File: src/rtl/tag_init_pkg.sv
package tag_init_pkg;

  typedef enum logic [2:0] {
    PH_WR1,
    PH_RD1,
    PH_WR2,
    PH_RD2,
    PH_DRAIN,
    PH_DONE
  } phase_e;

  // strobes from control to datapath
  typedef struct packed {
    logic wr;
    logic rd;
    logic inv;
  } strobe_t;

endpackage

File: src/rtl/tag_init_ctrl.sv
module tag_init_ctrl
  import tag_init_pkg::*;
#(
  parameter int unsigned ADDR_W = 4
) (
  input  logic              clk,
  input  logic              rstN,
  output strobe_t           stb,
  output logic [ADDR_W-1:0] addr,
  output logic              done,
  output logic              donePulse
);

  phase_e            phase;
  logic [ADDR_W-1:0] cnt;
  logic              doneD;
  logic              lastAddr;

  assign lastAddr = &cnt;

  always_ff @(posedge clk) begin
    if (!rstN) begin
      phase <= PH_WR1;
      cnt   <= '0;
      doneD <= 1'b0;
    end else begin
      doneD <= done;
      case (phase)
        PH_WR1, PH_RD1, PH_WR2, PH_RD2: begin
          cnt <= cnt + 1'b1;
          if (lastAddr) begin
            case (phase)
              PH_WR1:  phase <= PH_RD1;
              PH_RD1:  phase <= PH_WR2;
              PH_WR2:  phase <= PH_RD2;
              default: phase <= PH_DRAIN;
            endcase
          end
        end
        PH_DRAIN: phase <= PH_DONE;
        default:  phase <= PH_DONE;
      endcase
    end
  end

  always_comb begin
    stb.wr  = (phase == PH_WR1) || (phase == PH_WR2);
    stb.rd  = (phase == PH_RD1) || (phase == PH_RD2);
    stb.inv = (phase == PH_WR2) || (phase == PH_RD2);
  end

  assign addr      = cnt;
  assign done      = (phase == PH_DONE);
  assign donePulse = done & ~doneD;

endmodule

File: src/rtl/tag_init_dp.sv
module tag_init_dp
  import tag_init_pkg::*;
#(
  parameter int unsigned ADDR_W = 4,
  parameter int unsigned TAG_W  = 6,
  parameter int unsigned SEED   = 43,
  localparam int unsigned DW    = TAG_W + 2
) (
  input  logic              clk,
  input  logic              rstN,
  input  strobe_t           stb,
  input  logic [ADDR_W-1:0] addr,
  input  logic [DW-1:0]     ramRdData,
  output logic [ADDR_W-1:0] ramAddr,
  output logic [DW-1:0]     ramWrData,
  output logic              ramWe,
  output logic              ramOe,
  output logic              fail,
  output logic [ADDR_W-1:0] failAddr
);

  // {parity, valid, tag}, even parity over the whole word
  function automatic logic [DW-1:0] patternWord(input logic [ADDR_W-1:0] a,
                                                input logic inv);
    logic [TAG_W-1:0] tag;
    logic [DW-1:0]    w;
    tag = TAG_W'(a) ^ TAG_W'(SEED);
    w   = {^{1'b1, tag}, 1'b1, tag};
    return inv ? ~w : w;
  endfunction

  logic              chkValid;
  logic              chkInv;
  logic [ADDR_W-1:0] chkAddr;
  logic              mismatch;
  logic              parityErr;
  logic              bad;

  assign ramWe     = stb.wr;
  assign ramOe     = stb.rd;
  assign ramAddr   = (stb.wr || stb.rd) ? addr : '0;
  assign ramWrData = stb.wr ? patternWord(addr, stb.inv) : '0;

  assign mismatch  = ramRdData != patternWord(chkAddr, chkInv);
  assign parityErr = ^ramRdData;
  assign bad       = chkValid && (mismatch || parityErr);

  always_ff @(posedge clk) begin
    if (!rstN) begin
      chkValid <= 1'b0;
      chkInv   <= 1'b0;
      chkAddr  <= '0;
      fail     <= 1'b0;
      failAddr <= '0;
    end else begin
      chkValid <= stb.rd;
      chkInv   <= stb.inv;
      chkAddr  <= addr;
      if (bad && !fail) begin
        fail     <= 1'b1;
        failAddr <= chkAddr;
      end
    end
  end

endmodule

File: src/rtl/tag_ram_init.sv
module tag_ram_init
  import tag_init_pkg::*;
#(
  parameter int unsigned ADDR_W = 4,
  parameter int unsigned TAG_W  = 6,
  parameter int unsigned SEED   = 43
) (
  input  logic                clk,
  input  logic                rstN,
  output logic [ADDR_W-1:0]   ramAddr,
  output logic [TAG_W+1:0]    ramWrData,
  output logic                ramWe,
  output logic                ramOe,
  input  logic [TAG_W+1:0]    ramRdData,
  input  logic                snoopReqIn,
  output logic                snoopGrant,
  output logic                initDone,
  output logic                initDonePulse,
  output logic                initPass,
  output logic                initFail,
  output logic [ADDR_W-1:0]   failAddr
);

  strobe_t           stb;
  logic [ADDR_W-1:0] seqAddr;

  tag_init_ctrl #(.ADDR_W(ADDR_W)) u_ctrl (
    .clk       (clk),
    .rstN      (rstN),
    .stb       (stb),
    .addr      (seqAddr),
    .done      (initDone),
    .donePulse (initDonePulse)
  );

  tag_init_dp #(.ADDR_W(ADDR_W), .TAG_W(TAG_W), .SEED(SEED)) u_dp (
    .clk       (clk),
    .rstN      (rstN),
    .stb       (stb),
    .addr      (seqAddr),
    .ramRdData (ramRdData),
    .ramAddr   (ramAddr),
    .ramWrData (ramWrData),
    .ramWe     (ramWe),
    .ramOe     (ramOe),
    .fail      (initFail),
    .failAddr  (failAddr)
  );

  assign initPass   = initDone & ~initFail;
  assign snoopGrant = snoopReqIn & initDone;

endmodule

File: config.mk
export PLATFORM = sky130hd
export DESIGN_NAME = tag_ram_init
export DESIGN_NICKNAME = d
export VERILOG_FILES = /design/src/rtl/tag_init_pkg.sv /design/src/rtl/tag_init_ctrl.sv /design/src/rtl/tag_init_dp.sv /design/src/rtl/tag_ram_init.sv
export SDC_FILE = /design/constraint.sdc
export NUM_CORES = 1
export LEC_CHECK = 0
export BUFFER_PORTS_ARGS = -buffer_cell sky130_fd_sc_hd__buf_2
export CAP_MARGIN = 20
export CORE_ASPECT_RATIO = 0.9
export CORE_UTILIZATION = 50
export CTS_BUF_LIST = sky130_fd_sc_hd__clkbuf_4
export CTS_CLUSTER_DIAMETER = 30
export DETAILED_ROUTE_END_ITERATION = 16
export PLACE_DENSITY = 0.81
export SYNTH_ARGS = -nofsm -noshare
export SYNTH_HDL_FRONTEND = slang
export SYNTH_HIERARCHICAL = 1
export SYNTH_SLANG_ARGS = --single-unit
File: constraint.sdc
create_clock -name clk -period 4 [get_ports clk]
set_input_delay 0.2 -clock clk [delete_from_list [all_inputs] [get_ports clk]]
set_output_delay 0.2 -clock clk [all_outputs]
set_load 0.01 [all_outputs]
# Word-level counts from Yosys, hierarchy flattened
# Index checks and enable logic that the tools add are counted.
[word_totals]
regBits = 19
inputBits = 11
output_inout_bits = 23
elab_cells = 47
[classes]
n_addsub = 1
n_eq_ne = 6
muxes = 7
n_bitwise = 9
reduce_logical = 15
[op_table]
columns = ["cell", "count"]
rows = [
  ["8-bit two-way mux", 3],
  ["8-bit inverter", 2],
  ["7-bit parity", 2],
  ["3-bit case mux with 3 select lines", 1],
  ["8-bit != test", 1],
  ["3-bit inverter with 4-bit output", 2],
  ["8-bit parity", 1],
  ["3-bit by 2-bit == test with 1-bit output (second input constant)", 2],
  ["3-bit two-way mux", 2],
  ["1-bit logical OR", 5],
  ["4-bit by 1-bit adder with 4-bit output (second input constant)", 1],
  ["4-bit two-way mux", 1],
  ["4-bit AND reduction", 1],
  ["4-bit OR reduction", 1],
  ["1-bit AND", 3],
  ["3-bit by 1-bit == test with 1-bit output (second input constant)", 1],
  ["3-bit == test (second input constant)", 1],
  ["3-bit logical NOT", 1],
  ["1-bit logical AND", 2],
  ["2-bit by 1-bit != test with 1-bit output (second input constant)", 1],
  ["1-bit inverter", 2],
  ["2-bit AND reduction", 1],
  ["1-bit logical NOT", 1],
]

# Depth between registers and ports, before layout
# Gate-level depths: netlist (run 1).
[depth]
ltp_word = 8
mapped_depth = 7
depth_no_buf = 5

# Cells and area by module
# The synthesis (run 1) kept the hierarchy.
[modules_own_cells]
columns = ["mod", "n_inst", "cells_per_inst", "area_each_um2", "seq_area_each_um2"]
rows = [
  ["tag_init_dp", 1, 80, 768.2, 220.2],
  ["tag_init_ctrl", 1, 35, 370.4, 160.2],
  ["tag_ram_init", 1, 2, 20.0, 0.0],
]

# Worst setup path after synthesis (run 1)
# Ideal clock, no wire load.
[synth_timing]
kind = "register -> register"
startpoint = "register u_dp.chkAddr[3]"
endpoint = "register u_dp.failAddr[0]"
setup_time_ns = 0.072
t_arrival_ns = 1.848
required_time_ns = 3.928
setup_slack_ns = 2.080
stages_incl_launch_ff = 6
n_path_buf = 0
period_less_slack_ns = 1.920
path_cell_list = "dfxtp_1 xnor3_1 xnor2_1 mux2_4 a311oi_4 mux2i_1"
[synth_between]
elab_chain_cells = 8
[synth_lines]
columns = ["item", "line_no", "rtl"]
rows = [
  ["from (decl)", "tag_init_dp.sv:34", "logic [ADDR_W-1:0] chkAddr;"],
  ["from (signal assigned)", "tag_init_dp.sv:58", "chkAddr <= addr;"],
  ["3-bit inverter with 4-bit output (no line) *", "--", ""],
  ["7-bit parity", "tag_init_dp.sv:28", "w = {^{1'b1, tag}, 1'b1, tag};"],
  ["8-bit inverter", "tag_init_dp.sv:29", "return inv ? ~w : w;"],
  ["8-bit two-way mux *", "tag_init_dp.sv:29", ""],
  ["8-bit != test *", "tag_init_dp.sv:44", "assign mismatch = ramRdData != patternWord(chkAddr, chkInv);"],
  ["1-bit logical OR *", "tag_init_dp.sv:46", "assign bad = chkValid && (mismatch || parityErr);"],
  ["1-bit logical AND *", "tag_init_dp.sv:46", ""],
  ["1-bit logical AND *", "tag_init_dp.sv:59", "if (bad && !fail) begin"],
  ["to (signal assigned)", "tag_init_dp.sv:61", "failAddr <= chkAddr;"],
  ["to (decl)", "tag_init_dp.sv:19", "output logic [ADDR_W-1:0] failAddr"],
]
# Mark *: on every way between the ends. The rest lies on a longest branch, timed or not.
# A chain may end at the register's enable or synchronous reset.

==> results of run 1 <==
## kinds of logic (layout without fill, tap and decap cells)
kind of cell	Yosys count	in the layout	synth area share, %
AOI/OAI and AO/OA	7	7	7.34
buffers and inverters	8	39	4.21
xor gates and xnor gates	26	26	21.5
adders and majority gates	1	1	1.08
DFF	19	19	32.8
and+or+nand+nor	50	50	27.4
muxes	6	6	5.62
## sequential cells by signal (all words and copies together), names as in the netlist
| name | count |
|---|---|
| u_ctrl/addr | 4 |
| u_dp/chkAddr | 4 |
| u_dp/failAddr | 4 |
| u_ctrl/phase | 3 |
| u_ctrl/doneD | 1 |
| u_dp/chkInv | 1 |
| u_dp/chkValid | 1 |
| u_dp/fail | 1 |
## final timing paths
| check | from | end | slack, ns | cells after the start |
|---|---|---|---|---|
| worst max-delay path | u_ctrl/phase[2] | ramWrData[7] | 1.86 | 6 |
| worst max register to register | u_dp/chkAddr[3] | u_dp/failAddr[2] | 1.90 | 5 |
| worst min register to register | u_dp/failAddr[0] | u_dp/failAddr[0] | 0.47 | 2 |
| worst min-delay path | rstN | u_ctrl/phase[2] | 0.32 | 3 |
## cells in the final DEF, fill, tap and decap left out
cell / instances
and3b_2: 1
xor2_1: 3
a21oi_1: 1
xnor2_1: 21
nand2b_1: 1
nor3b_2: 1
buf_2: 33
nand4_2: 1
mux2_4: 1
nand3_1: 1
nand2_1: 10
or3_1: 1
ha_1: 1
xnor3_1: 1
or4b_4: 1
nor2b_1: 9
clkbuf_4: 4
mux2i_1: 5
nor2_1: 3
a31o_2: 1
a221oi_4: 1
dfxtp_1: 19
a41oi_1: 1
and2_1: 16
o21ai_0: 2
a311oi_4: 1
and2b_2: 2
inv_1: 2
xnor2_2: 1
nand4b_1: 1
nor2b_4: 1
nand4_1: 1
## layout make-up
type | instances | area share (%)
inverters | 2 | 0.558
flip-flops and latches | 19 | 28.3
repair buffers | 33 | 12.3
well taps | 27 | 2.51
clock buffers | 4 | 2.23
multi-input cells | 90 | 54.2
## power by group through the flow
stage | combinational, uW | clock (uW) | sequential, uW
2_1_floorplan | 57.6 | 0 | 203
3_5_place_dp | 79.3 | 0 | 205
6_report | 79.1 | 103 | 201
5_1_grt | 87.2 | 118 | 202
3_3_place_gp | 76.5 | 0 | 205
4_1_cts | 79.9 | 107 | 201
## worst max-delay path: stages (launching register included)
cell,delay (ns)
dfxtp_1,0.56
and2b_2,0.34
xnor2_1,0.25
xnor2_1,0.16
xnor2_1,0.14
nor2b_1,0.06
buf_2,0.13
## layer usage
metal	share of wire (%)	up-vias	track usage, %
met3	6.1	0	6.67
met4	0	0	4.74
met5	0	-	0
met1	46	382	23.3
met2	47	33	32.4
li1	-	444	-
## metrics by stage
step | setup slack [ns] | utilization, %
2_1_floorplan | 2.08 | -
3_3_place_gp | 2.04 | 60.3
3_5_place_dp | 1.91 | 60.3
4_1_cts | 1.84 | 61.7
5_1_grt | 1.68 | 61.7
6_report | 1.86 | 61.7
==> results.py, run 1 <==
metrics = {
    "synth": {
        "synth_top_area_share_pct": 32.8,
        "yosys_warnings": 6,
        "syn-instance-count": 117,
        "synth_area_leaders": "dfxtp_1 33%, xnor2_1 16%, and2_1 8.6%",
        "synth_edf_count": 0,
        "synth_top_area_cell": "dfxtp_1",
        "seq_area_frac_synth_pct": 32.8,
        "synthTopCellsByCount": "21 x xnor2_1, 19 x dfxtp_1, 16 x and2_1",
        "ys_ff_latch": 19,
        "synthArstFlopShare_pct": 0,
        "ys.flop_type": "dfxtp_1",
        "synth.distinct_cells": 33,
        "synth.avg_cell_area_um2": 9.90,
        "syn_nets": 129,
        "yosys.cell_count.top_type": "xnor2_1",
        "netlist_area_um2": 1160,
    },
    "power": {
        "pwr-share-clk_pct": 27.0,
        "p_switching_uw": 103,
        "max-vdd-ir-drop_v": 0.000200,
        "intPower_uw": 280,
        "p_leak_uw": 0.000575,
        "pwr-share-comb_pct": 20.6,
        "swShare_pct": 26.9,
        "power_uw": 383,
        "powerDensity_nw_per_um2": 285,
        "power.share.sequential_pct": 52.4,
    },
    "floorplan": {
        "die_w_um": 52.7,
        "dieHeight_um": 47.7,
        "io_pins": 34,
        "rows": 16,
        "core-area_um2": 2180,
        "fp.dieArea_um2": 2510,
        "start_util_pct": 53.1,
    },
    "grt": {
        "grt.total_usage_pct": 19.0,
        "overflow": 0,
        "grt_pass1_vias": 724,
        "antenna_found_initial": 0,
        "grt_pass1_wl_um": 3350,
        "grt_max_degree": 25,
    },
    "hold_path": {
        "hp-class": "in2reg",
    },
    "finish": {
        "n_fill_cell": 196,
        "ff_latch_area_um2": 380,
        "final_cells": 175,
        "drive_gt1_share_pct": 33.1,
        "diodes": 0,
        "design_area_um2": 1350,
        "syn_to_final_growth_pct": 16.2,
        "finalNetCount": 161,
        "multi_input_area_um2": 729,
    },
    "timing": {
        "finalSetupTns_ns": 0,
        "skew_ns": 0.000873,
        "finalHoldViolCount": 0,
        "period_needed_ns": 2.14,
        "fmax_ghz": 0.468,
        "hold_slack_ns": 0.323,
        "rsz0062_at_grt": "false",
        "fin_crit_sh_pct": 53.4,
        "slew_viol_final": 0,
        "tightest_slew_ns": 0.377,
        "setup_viol": 0,
        "maxSlewHeadroom_pct": 74.7,
    },
    "setup_path": {
        "worst_setup_path_start_kind": "flop",
        "criticalPathCategory": "reg2out",
        "critPathMaxFanout": 11,
        "cp-end-kind": "output port",
        "cp.arrival_ns": 1.94,
        "worstPathRequired_ns": 3.80,
    },
    "placement": {
        "port_buffers": 33,
        "post-dp-hpwl_um": 1630,
        "dp_cells": 171,
        "gp_congestion": 0.741,
        "dpl_cell_area_um2": 1320,
    },
    "flow_run": {
        "cap_violations": 0,
    },
    "status": {
        "outcome": "completed",
    },
    "cts": {
        "htree_levels": 1,
        "cts_tree": "done",
        "cts_root_buf": "clkbuf_4",
        "cts_sinks": 19,
        "post_cts_resized": 0,
        "clk_latency_ns": 0.29,
        "post_cts_buffers": 0,
        "clk_pin_slew_worst_paths_ns": 0.10,
        "clockBufferDepth": 2,
        "ctsHoldBuffers": 0,
        "numCtsBuffers": 3,
    },
    "routing": {
        "via_count": 859,
        "drt-total-wl_um": 2120,
        "drt_iter0_drc": 7,
        "postRouteAntennaNets": 0,
        "drt-wirelength-per-cell_um": 12.1,
        "drc_errors": 0,
        "firstDrtPassIters": 4,
        "vias_per_cell": 4.91,
    },
}
Power figures use the tool's default switching activity.
==> run 2: changes to the inputs <==
- clock period: 4 -> 2 ns (I/O delays scaled with it)
==> run 2 against run 1 <==
Against the previous run:
- first-iteration DRC count increased by 43%
- critical path depth is 1 lower
- final area grew 1.9%
- wire length grew 6.5%
- register-to-register slack worse by 1.8 ns
- non-clock buffer count increased by 2
- global-route usage increased by 0.35 points
- via count grew 3.0%
- sequential cell count is the same
- utilization grew 1.1 points
- combinational power rose by 100%
- critical path type is now reg2reg
- largest cell class unchanged
==> results.py, run 2 (synthesis gave the netlist of run 1 again) <==
metrics = {
    "status": {
        "outcome": "completed",
    },
    "timing": {
        "tightest_slew_ns": 0.425,
        "fin_crit_sh_pct": 96.1,
        "fmax_ghz": 0.520,
        "fin_ws_ns": 0.0782,
        "rsz0062_at_grt": "true",
        "maxSlewHeadroom_pct": 71.6,
        "skew_ns": 0.00388,
        "setup_viol": 0,
        "slew_viol_final": 0,
        "finalHoldViolCount": 0,
        "period_needed_ns": 1.92,
    },
    "finish": {
        "layout_commonest_cell": "buf_2",
        "diodes": 0,
        "design_area_um2": 1370,
        "syn_to_final_growth_pct": 18.4,
        "final_cell_mix": "33 x buf_2, 20 x xnor2_1, 17 x dfxtp_1, 16 x and2_1, 10 x nand2_1",
        "drive_gt1_share_pct": 36.0,
        "n_fill_cell": 186,
        "post-route-util_pct": 62.8,
        "final_cells": 177,
        "finalNetCount": 163,
    },
    "placement": {
        "post-dp-hpwl_um": 1760,
        "pre_cts_slack_ns": -0.0268,
        "port_buffers": 33,
        "dp_cells": 173,
        "dpl_cell_area_um2": 1330,
        "gp_congestion": 0.730,
    },
    "grt": {
        "antenna_found_initial": 0,
        "overflow": 0,
        "grt.total_usage_pct": 19.4,
        "grt_max_degree": 25,
        "grt_pass1_wl_um": 3470,
        "grt_pass1_vias": 801,
    },
    "setup_path": {
        "critPathMaxFanout": 4,
        "crit_chain": "xnor3_1, xnor2_2, mux2_4, a311oi_4, mux2i_1",
        "critPathTopFamily": "multiplexers",
        "r2r_cells": 5,
        "worst-path-stages": 5,
        "criticalPathCategory": "reg2reg",
        "path_buf_inv": 0,
        "cp.arrival_ns": 2.15,
        "crit_slowest_cell": "xnor3_1",
        "worstPathRequired_ns": 2.22,
        "worst_setup_path_start_kind": "flop",
        "slowest_delay_ns": 0.42,
        "cp-end-kind": "flop",
    },
    "floorplan": {
        "rows": 16,
        "core-area_um2": 2180,
        "fp.dieArea_um2": 2510,
        "die_w_um": 52.7,
        "io_pins": 34,
        "start_util_pct": 53.1,
        "dieHeight_um": 47.7,
    },
    "power": {
        "max-vdd-ir-drop_v": 0.000600,
        "p_leak_uw": 0.000593,
        "power_uw": 769,
        "powerDensity_nw_per_um2": 561,
    },
    "routing": {
        "vias_per_cell": 5.00,
        "drc_errors": 0,
        "postRouteAntennaNets": 0,
        "via_count": 885,
        "firstDrtPassIters": 4,
        "drt-wirelength-per-cell_um": 12.7,
        "drt-total-wl_um": 2260,
        "drt_iter0_drc": 10,
    },
    "cts": {
        "cts_root_buf": "clkbuf_4",
        "cts_tree": "done",
        "clk_pin_slew_worst_paths_ns": 0.10,
        "htree_levels": 1,
        "clockBufferDepth": 2,
        "numCtsBuffers": 3,
        "cts_sinks": 19,
        "clk_latency_ns": 0.29,
    },
    "hold_path": {
        "hold_depth": 3,
        "hp-class": "in2reg",
    },
    "flow_run": {
        "cap_violations": 0,
    },
}
run 2: through the flow:
stage,hold WS [ns],setup TNS (ns)
after global routing,0.226,-0.0291
after CTS,0.214,0
after floorplan,0.213,0
after global placement,0.443,0
after detailed placement,0.451,-0.0408
final,0.222,0
run 2: worst paths after layout:
check,slack [ns],startpoint,endpoint
max,0.08,u_dp/chkAddr[3],u_dp/failAddr[0]
min,0.22,rstN,u_ctrl/phase[2]
max reg2reg,0.08,u_dp/chkAddr[3],u_dp/failAddr[0]
min reg2reg,0.46,u_dp/failAddr[1],u_dp/failAddr[1]
run 2: timing repair:
item                       4_1_cts  5_1_grt
setup endpoints to repair        3        4
resized for setup                0        3
pin swaps                        1        0
setup buffers                    0        0
hold buffers                     0        0
run 2: per-layer routing:
metal / up-vias / global-route usage (%) / wire [um]
met4: 0 / 4.74 / 0
li1: 444 / - / -
met1: 410 / 23.2 / 1010
met5: - / 0 / 0
met2: 31 / 33.7 / 1110
met3: 0 / 6.98 / 130
run 2: worst register-to-register path: stages, from the launching register on:
cell      delay (ns)
dfxtp_2         0.35
xnor3_1         0.42
xnor2_2         0.16
mux2_4          0.34
a311oi_4        0.35
mux2i_1         0.25
run 2: area by class of cell:
type	count	area (um2)	area share, %
well taps	27	33.8	2.46
flip-flops and latches	19	383	27.9
repair buffers	35	180	13.1
multi-input cells	90	737	53.7
clock buffers	4	30.0	2.19
inverters	2	7.51	0.547
run 2: report_power, final:
group	switching [uW]	internal [uW]
clock	114	91.2
combinational	78.2	83.9
sequential	15.1	387
==> run 3: changes to the inputs <==
- PLACE_DENSITY: 0.81 -> 0.77
==> run 3 against run 2 <==
Against the previous run:
- sequential power hardly changed
- via count is 2.1% higher
- sequential share of layout area hardly changed
- final area is 0.27% lower
- largest cell class unchanged
- hold slack better by 0.0086 ns
- combinational power hardly changed
- setup slack better by 0.0069 ns
- clock-buffer cell count is 1 lower
- critical path type unchanged
- critical endpoint is now u_dp/failAddr[2]
- clock power is 5% lower
- largest power group unchanged
- utilization is 0.17 points lower
- die area stayed put
==> results.py, run 3 (synthesis gave the netlist of run 1 again) <==
metrics = {
    "finish": {
        "finalNetCount": 163,
        "final_cell_mix": "33 x buf_2, 20 x xnor2_1, 18 x dfxtp_1, 16 x and2_1, 10 x nand2_1",
        "diodes": 0,
        "layout_commonest_cell": "buf_2",
        "drive_gt1_share_pct": 35.3,
        "syn_to_final_growth_pct": 18.0,
    },
    "cts": {
        "clk_latency_ns": 0.30,
        "clk_pin_slew_worst_paths_ns": 0.11,
        "post_cts_buffers": 0,
        "ctsHoldBuffers": 0,
        "numCtsBuffers": 3,
        "htree_levels": 1,
        "clockBufferDepth": 2,
        "cts_sinks": 19,
        "cts_root_buf": "clkbuf_4",
        "cts_tree": "done",
    },
    "grt": {
        "grt_pass1_wl_um": 3420,
        "overflow": 0,
        "grt.total_usage_pct": 19.6,
        "grt_max_degree": 25,
        "grt_pass1_vias": 779,
        "antenna_found_initial": 0,
    },
    "floorplan": {
        "dieHeight_um": 47.7,
        "core-area_um2": 2180,
        "rows": 16,
        "fp.dieArea_um2": 2510,
        "start_util_pct": 53.1,
        "io_pins": 34,
        "die_w_um": 52.7,
    },
    "timing": {
        "fmax_ghz": 0.522,
        "hold_slack_ns": 0.230,
        "setup_viol": 0,
        "rsz0062_at_grt": "false",
        "period_needed_ns": 1.91,
        "skew_ns": 0.00195,
        "finalSetupTns_ns": 0,
        "tightest_slew_ns": 0.412,
        "maxSlewHeadroom_pct": 72.4,
        "finalHoldViolCount": 0,
        "slew_viol_final": 0,
        "fin_crit_sh_pct": 95.7,
    },
    "routing": {
        "via_count": 904,
        "firstDrtPassIters": 4,
        "drt_iter0_drc": 9,
        "drt-wirelength-per-cell_um": 12.9,
        "drc_errors": 0,
        "dr_wl_met2_um": 1090,
        "wl_met3_um": 130,
        "met1_length_um": 1020,
        "vias_per_cell": 5.11,
        "topRoutingLayerUsed": "met4",
        "drt-total-wl_um": 2280,
        "postRouteAntennaNets": 0,
    },
    "hold_path": {
        "hp-class": "in2reg",
    },
    "flow_run": {
        "cap_violations": 0,
    },
    "status": {
        "outcome": "completed",
    },
    "power": {
        "p_leak_uw": 0.000592,
        "max-vdd-ir-drop_v": 0.000366,
        "powerDensity_nw_per_um2": 555,
    },
    "setup_path": {
        "reg2reg_slack_ns": 0.09,
        "worst_setup_path_start_kind": "flop",
        "worstPathRequired_ns": 2.24,
        "cp.arrival_ns": 2.15,
        "crit_chain": "xnor3_1, xnor2_2, mux2_4, a311oi_4, mux2i_1",
        "crit_slowest_cell": "xnor3_1",
        "critPathMaxFanout": 4,
        "slowest_delay_ns": 0.42,
        "cp-end-kind": "flop",
        "criticalPathCategory": "reg2reg",
    },
    "placement": {
        "gp_congestion": 0.726,
        "port_buffers": 33,
        "post-dp-hpwl_um": 1700,
    },
}
run 3: where the power goes:
part           leakage (uW)  internal (uW)  switching, uW  total [uW]
registers          0.000155            387           15.0         402
clock network     0.0000177           74.7            120         195
logic              0.000420           83.8           78.7         163
run 3: repair_timing:
action / CTS / global route
setup endpoints to repair: 4 / 4
gates cloned: 0 / 0
pin swaps: 1 / 0
resized for setup: 0 / 2
run 3: area by class of cell:
type	instances	area, um2
Fill cell	200	815
Multi-Input combinational cell	90	737
Sequential cell	19	382
Timing Repair Buffer	35	180
Tap cell	27	33.8
Clock buffer	3	22.5
Inverter	2	7.51
Clock inverter	1	5.00
run 3: path summary, 6_finish.rpt:
kind	startpoint	depth (start not counted)	to
worst min register to register	u_dp/failAddr[0]	2	u_dp/failAddr[0]
worst min-delay path	rstN	3	u_ctrl/phase[2]
worst max register to register	u_dp/chkAddr[3]	5	u_dp/failAddr[2]
worst max-delay path	u_dp/chkAddr[3]	5	u_dp/failAddr[2]
run 3: layer usage:
layer  vias up  GRT usage [%]
met5         -              0
met4         0           9.47
met3         5           6.03
met2        34           32.7
met1       416           23.4
li1        449              -
run 3: metrics by stage:
step	total power [uW]	cell area [um2]	util (%)	cells	worst slack [ns]
floorplan	521	1160	-	117	0.0798
global placement	562	1330	61.0	173	0.0880
detailed placement	569	1330	61.0	173	-0.0162
CTS	765	1360	62.3	177	0.0396
global route	804	1370	62.7	177	0.00735
finish	759	1370	62.7	177	0.0851
run 3: critical path: cells and delay by family (launching register included):
family                    cells  cell delay [ns]
AOI/OAI and AO/OA             1             0.36
xor gates and xnor gates      2             0.58
DFF                           1             0.35
muxes                         2             0.57
